### config.mk
export PLATFORM = sky130hd
export DESIGN_NAME = aperture_walker
export DESIGN_NICKNAME = d
export VERILOG_FILES = /design/src/rtl/aperture_walker.sv
export SDC_FILE = /design/constraint.sdc
export NUM_CORES = 2
export LEC_CHECK = 0
export BUFFER_PORTS_ARGS = -buffer_cell sky130_fd_sc_hd__buf_2
export CAP_MARGIN = 15
export CORE_MARGIN = 2
export CORE_UTILIZATION = 40
export DETAILED_ROUTE_END_ITERATION = 8
export SYNTH_ARGS = -nofsm -noshare
export SYNTH_HDL_FRONTEND = slang
export SYNTH_SLANG_ARGS = --single-unit
### constraint.sdc
create_clock -name clk -period 8.75 [get_ports clk]
set_input_delay 0.875 -clock clk [delete_from_list [all_inputs] [get_ports clk]]
set_output_delay 0.875 -clock clk [all_outputs]
set_load 0.03 [all_outputs]
### src/rtl/aperture_walker.sv
module aperture_walker #(
  parameter int DIR_SLOTS  = 64,
  parameter int CACHE_WAYS = 4
) (
  input  logic        clk,
  input  logic        rst_n,
  input  logic        cfg_we,
  input  logic [1:0]  cfg_sel,
  input  logic [31:0] cfg_wdata,
  input  logic        req_valid,
  output logic        req_ready,
  input  logic [31:0] req_addr,
  output logic        rsp_valid,
  output logic [1:0]  rsp_status,
  output logic [19:0] rsp_page,
  output logic        mem_rd_valid,
  output logic [31:0] mem_rd_addr,
  input  logic        mem_rsp_valid,
  input  logic [31:0] mem_rsp_data
);
  localparam int DW = $clog2(DIR_SLOTS);
  localparam int CW = DW + 1;
  localparam int WW = $clog2(CACHE_WAYS);

  logic [DIR_SLOTS-1:0] dir_vld;
  logic [19:0]          dir_page [DIR_SLOTS];
  logic [9:0]           base_hi;
  logic [DW-1:0]        size_sel;
  logic                 ctl_b7;
  logic [CACHE_WAYS-1:0] c_vld;
  logic [19:0]          c_tag  [CACHE_WAYS];
  logic [19:0]          c_page [CACHE_WAYS];
  logic [WW-1:0]        rr;
  logic                 busy;
  logic [19:0]          walk_tag;
  logic                 hit;
  logic [19:0]          hit_page;

  wire [9:0]    dir_idx  = req_addr[31:22] - base_hi;
  wire [CW-1:0] dir_cnt  = CW'(DIR_SLOTS) - CW'(size_sel);
  wire          in_range = {{(10-CW){1'b0}}, dir_cnt} > dir_idx;
  wire [DW-1:0] slot     = dir_idx[DW-1:0];
  wire          accept   = req_valid && !busy;
  wire          flush    = cfg_we && cfg_sel == 2'b11 && cfg_wdata[7] && !ctl_b7;
  wire          fill     = busy && mem_rsp_valid && mem_rsp_data[0];
  wire          unused_bits = ^{cfg_wdata[11:9], cfg_wdata[6], mem_rsp_data[11:1]};

  assign req_ready = !busy;

  always_comb begin
    hit = 1'b0;
    hit_page = '0;
    for (int i = 0; i < CACHE_WAYS; i++)
      if (c_vld[i] && c_tag[i] == req_addr[31:12]) begin
        hit = 1'b1;
        hit_page = c_page[i];
      end
  end

  always_ff @(posedge clk)
    if (cfg_we && cfg_sel == 2'b00)
      dir_page[cfg_wdata[DW-1:0]] <= cfg_wdata[31:12];

  always_ff @(posedge clk)
    if (fill) begin
      c_tag[rr]  <= walk_tag;
      c_page[rr] <= mem_rsp_data[31:12];
    end

  always_ff @(posedge clk) begin
    if (!rst_n) begin
      dir_vld      <= '0;
      base_hi      <= '0;
      size_sel     <= '0;
      ctl_b7       <= 1'b0;
      c_vld        <= '0;
      rr           <= '0;
      busy         <= 1'b0;
      walk_tag     <= '0;
      rsp_valid    <= 1'b0;
      rsp_status   <= 2'b00;
      rsp_page     <= '0;
      mem_rd_valid <= 1'b0;
      mem_rd_addr  <= '0;
    end else begin
      rsp_valid    <= 1'b0;
      mem_rd_valid <= 1'b0;
      if (cfg_we)
        case (cfg_sel)
          2'b00: dir_vld[cfg_wdata[DW-1:0]] <= cfg_wdata[8];
          2'b01: base_hi <= cfg_wdata[31:22];
          2'b10: size_sel <= cfg_wdata[DW-1:0];
          default: ctl_b7 <= cfg_wdata[7];
        endcase
      if (accept) begin
        if (!in_range) begin
          rsp_valid  <= 1'b1;
          rsp_status <= 2'b10;
          rsp_page   <= '0;
        end else if (hit) begin
          rsp_valid  <= 1'b1;
          rsp_status <= 2'b00;
          rsp_page   <= hit_page;
        end else if (!dir_vld[slot]) begin
          rsp_valid  <= 1'b1;
          rsp_status <= 2'b01;
          rsp_page   <= '0;
        end else begin
          busy         <= 1'b1;
          mem_rd_valid <= 1'b1;
          mem_rd_addr  <= {dir_page[slot], req_addr[21:12], 2'b00};
          walk_tag     <= req_addr[31:12];
        end
      end
      if (busy && mem_rsp_valid) begin
        busy       <= 1'b0;
        rsp_valid  <= 1'b1;
        rsp_status <= mem_rsp_data[0] ? 2'b00 : 2'b01;
        rsp_page   <= mem_rsp_data[0] ? mem_rsp_data[31:12] : 20'd0;
        if (fill) begin
          c_vld[rr] <= 1'b1;
          rr        <= rr + 1'b1;
        end
      end
      if (flush) c_vld <= '0;
    end
  end
endmodule

==> flow_metrics.tcl <==
set metrics [dict create \
    reg2reg_slack_ns 3.19 \
    firstDrtPassIters 5 \
    clk_latency_ns 0.79 \
    grt_pass1_vias 33200 \
    cts_tree "done" \
    critPathSlowestCell "o21a_1" \
    cap_violations 0 \
    path_max_fanout 69 \
    grt_start_max_net_pins 96 \
    layout_min_cycle_time_ns 5.59 \
    ant_nets 0 \
    coreArea_sq_um 156000 \
    crit_start "req_addr[22]" \
    cp.depth 14 \
    gp_congestion 0.837 \
    async_flop_share_pct 0 \
    ys_warn_count 0 \
    numClockSinks 1592 \
    drc 0 \
    synth_flop_cell "edfxtp_1" \
    tns_ns 0 \
    antenna_found_initial 10 \
    arrival_ns 6.32 \
    synth_commonest_cells "edfxtp_1, nand2_1, mux4_2" \
    power.density_nw_per_um2 230 \
    path_buf_inv 5 \
    worstMarginPinSlew_ns 1.12 \
    hpwl_microns 91300 \
    std_cell_rows 145 \
    vdd_drop_max_v 0.000215 \
    outcome "complete, no violations" \
    cts_buffer_depth 3 \
    hold_viol_final 0 \
    portBuffers 130 \
    die_x_microns 401 \
    cts_buffers 162 \
    vias_per_cell 5.69 \
    critPathKind "in -> reg" \
    power_mw 16.4 \
    p_leak_nw 22.9 \
    syn_avg_cell_area_sq_um 17.7 \
    cp-start-kind "input pin" \
    skew_ns 0.0388 \
    rr_worst_depth 16 \
    endpoint_kind "register" \
    post_cts_buffers 0 \
    ys_types 63 \
    max_freq_mhz 179 \
    dieHeight_microns 401 \
    drive_above_1_share_pct 23.6 \
    yosysTopAreaCellShare_pct 68.8 \
    syn_to_final_growth_pct 13.4 \
    cts_hold_buf 0 \
    synth.largest_area_cell "edfxtp_1" \
    grt_first_pass_wirelength_microns 236000 \
    fin_ws_ns 3.16 \
    drv_slew 0 \
    cts-root-buf "clkbuf_16" \
    initial_utilization_pct 40.3 \
    max_stage_delay_ns 0.88 \
    synth-seq-area-share_pct 73.6 \
    period_share_pct 63.9 \
    endpoint "rsp_status[0]" \
    worstHoldPathType "in -> reg" \
    maxSlewHeadroom_pct 24.9 \
    die-area_sq_um 160000 \
    drt_iter0_drc 4018 \
    grt_use_total_pct 20.1 \
    r2r_start "base_hi[2]" \
    cts_resized 0 \
    critical-path-top-delay-family "compound AO/OA/AOI/OAI gates" \
    place_ws_ns 2.29 \
    synth_seq_cells 1592 \
    overflow 0 \
    crit_required_ns 9.48 \
    ys_top_cells_by_area "edfxtp_1, mux4_2, dfxtp_1" \
    timing.rr.end "mem_rd_addr[18]" \
    wl_per_cell_microns 27.5 \
    timing.critical_path.mode_cell "inv_1" \
    vias 33600 \
    yosysMostFrequentCell "edfxtp_1" \
    nNetsFinal 3850 \
    synth_area_sq_um 62900 \
    boundaryPins 160 \
    clkTransAtPathRegs_ns 0.06 \
    htree_levels 4 \
    setup_viol 0 \
    cp_cell_sequence "buf_2 -> inv_1 -> ha_4 -> inv_1 -> fa_4 -> xor2_4 -> inv_6 -> mux4_2 -> mux2i_2 -> a2111oi_4 -> nor4_4 -> buf_4 -> o21a_1 -> o221a_1" \
    wl_microns 163000 \
    rsz0062_at_grt "false" \
    synth-edff-count 1440 \
    syn_inst 3561 \
]
kinds of logic after synthesis:
group           count (synthesis)  share of synthesized area [%]
other cells                     1                        0.00596
buf+inv                       276                           1.86
fa+ha+maj                      22                          0.450
xor+xnor                       91                           1.29
compound gates                411                           4.15
flops                        1592                           73.6
mux                           377                           13.1
simple gates                  791                           5.55
metrics by stage:
stage | hold WS (ns) | area [sq um] | instances | utilization [%]
floorplan | 0.432 | 62900 | 3562 | -
global placement | 0.445 | 66300 | 5618 | 42.5
detailed placement | 0.464 | 66300 | 5618 | 42.5
CTS | 0.278 | 71300 | 5911 | 45.6
global route | 0.297 | 71300 | 5912 | 45.6
finish | 0.326 | 71300 | 5913 | 45.6
placed cells by master (no fill, tap or decap), types with 5 or more instances in the layout:
cell type / count
nand3_1: 71
clkinv_2: 20
nand2_1: 420
a21oi_1: 114
xor2_1: 22
dfxtp_1: 152
nor4_1: 9
a211oi_1: 6
nor2_2: 56
clkbuf_8: 6
and3_1: 82
o21ai_1: 40
nor2_4: 9
nor3_1: 23
buf_2: 130
clkinv_1: 25
clkbuf_1: 59
mux4_2: 356
bufinv_16: 6
nand4_1: 16
a22oi_1: 20
inv_1: 20
xnor2_1: 66
nor2b_1: 8
o211a_1: 20
o211ai_1: 20
a31oi_1: 80
o21ai_0: 70
clkbuf_16: 166
mux2i_1: 20
ha_1: 20
nor2_1: 67
buf_4: 115
inv_6: 5
a311oi_1: 20
edfxtp_1: 1440
buf_12: 6
nand3b_1: 5
flip-flops by register name (all words and copies together), names as in the netlist:
name and count:
c_tag 80, ctl_b7 1, rsp_status 2, mem_rd_valid 1, walk_tag 20, size_sel 6
busy 1, c_page 80, base_hi 10, dir_vld 64, rr 2, rsp_valid 1
c_vld 4, rsp_page 20, dir_page 1280, mem_rd_addr 20
worst min-delay path by stage:
stage                    endpoint              from  depth (start not counted)
floorplan                c_vld[2]          c_vld[2]                          2
global placement         c_vld[2]          c_vld[2]                          2
detailed placement    dir_vld[20]       dir_vld[20]                          2
CTS                 c_page[0][11]  mem_rsp_data[23]                          1
global route        c_page[1][11]  mem_rsp_data[23]                          1
finish              c_page[2][18]  mem_rsp_data[30]                          1
layout make-up:
| type | instances | area [sq um] |
|---|---|---|
| timing repair buffer | 251 | 1630 |
| multi-input combinational | 1694 | 15700 |
| fill | 13400 | 84900 |
| tap | 2058 | 2570 |
| sequential | 1592 | 46300 |
| inverter | 24 | 97.6 |
| clock inverter | 62 | 527 |
| clock buffer | 231 | 4460 |
| antenna | 1 | 2.50 |
layer usage:
metal	vias to the layer above	GRT usage [%]	wire length (microns)
met5	-	0	62
met4	10	4.92	3220
met2	1358	31.6	76900
met1	17600	29.3	69900
li1	14400	-	-
met3	215	3.18	12500
where the power goes:
part           internal, mW  switching (mW)  leakage [nW]
clock                  3.73            2.86          2.42
combinational         0.498            1.03          6.31
sequential             8.30          0.0115          14.2
total                  12.5            3.91          22.9
No activity file was read; power rests on OpenSTA's default activity.
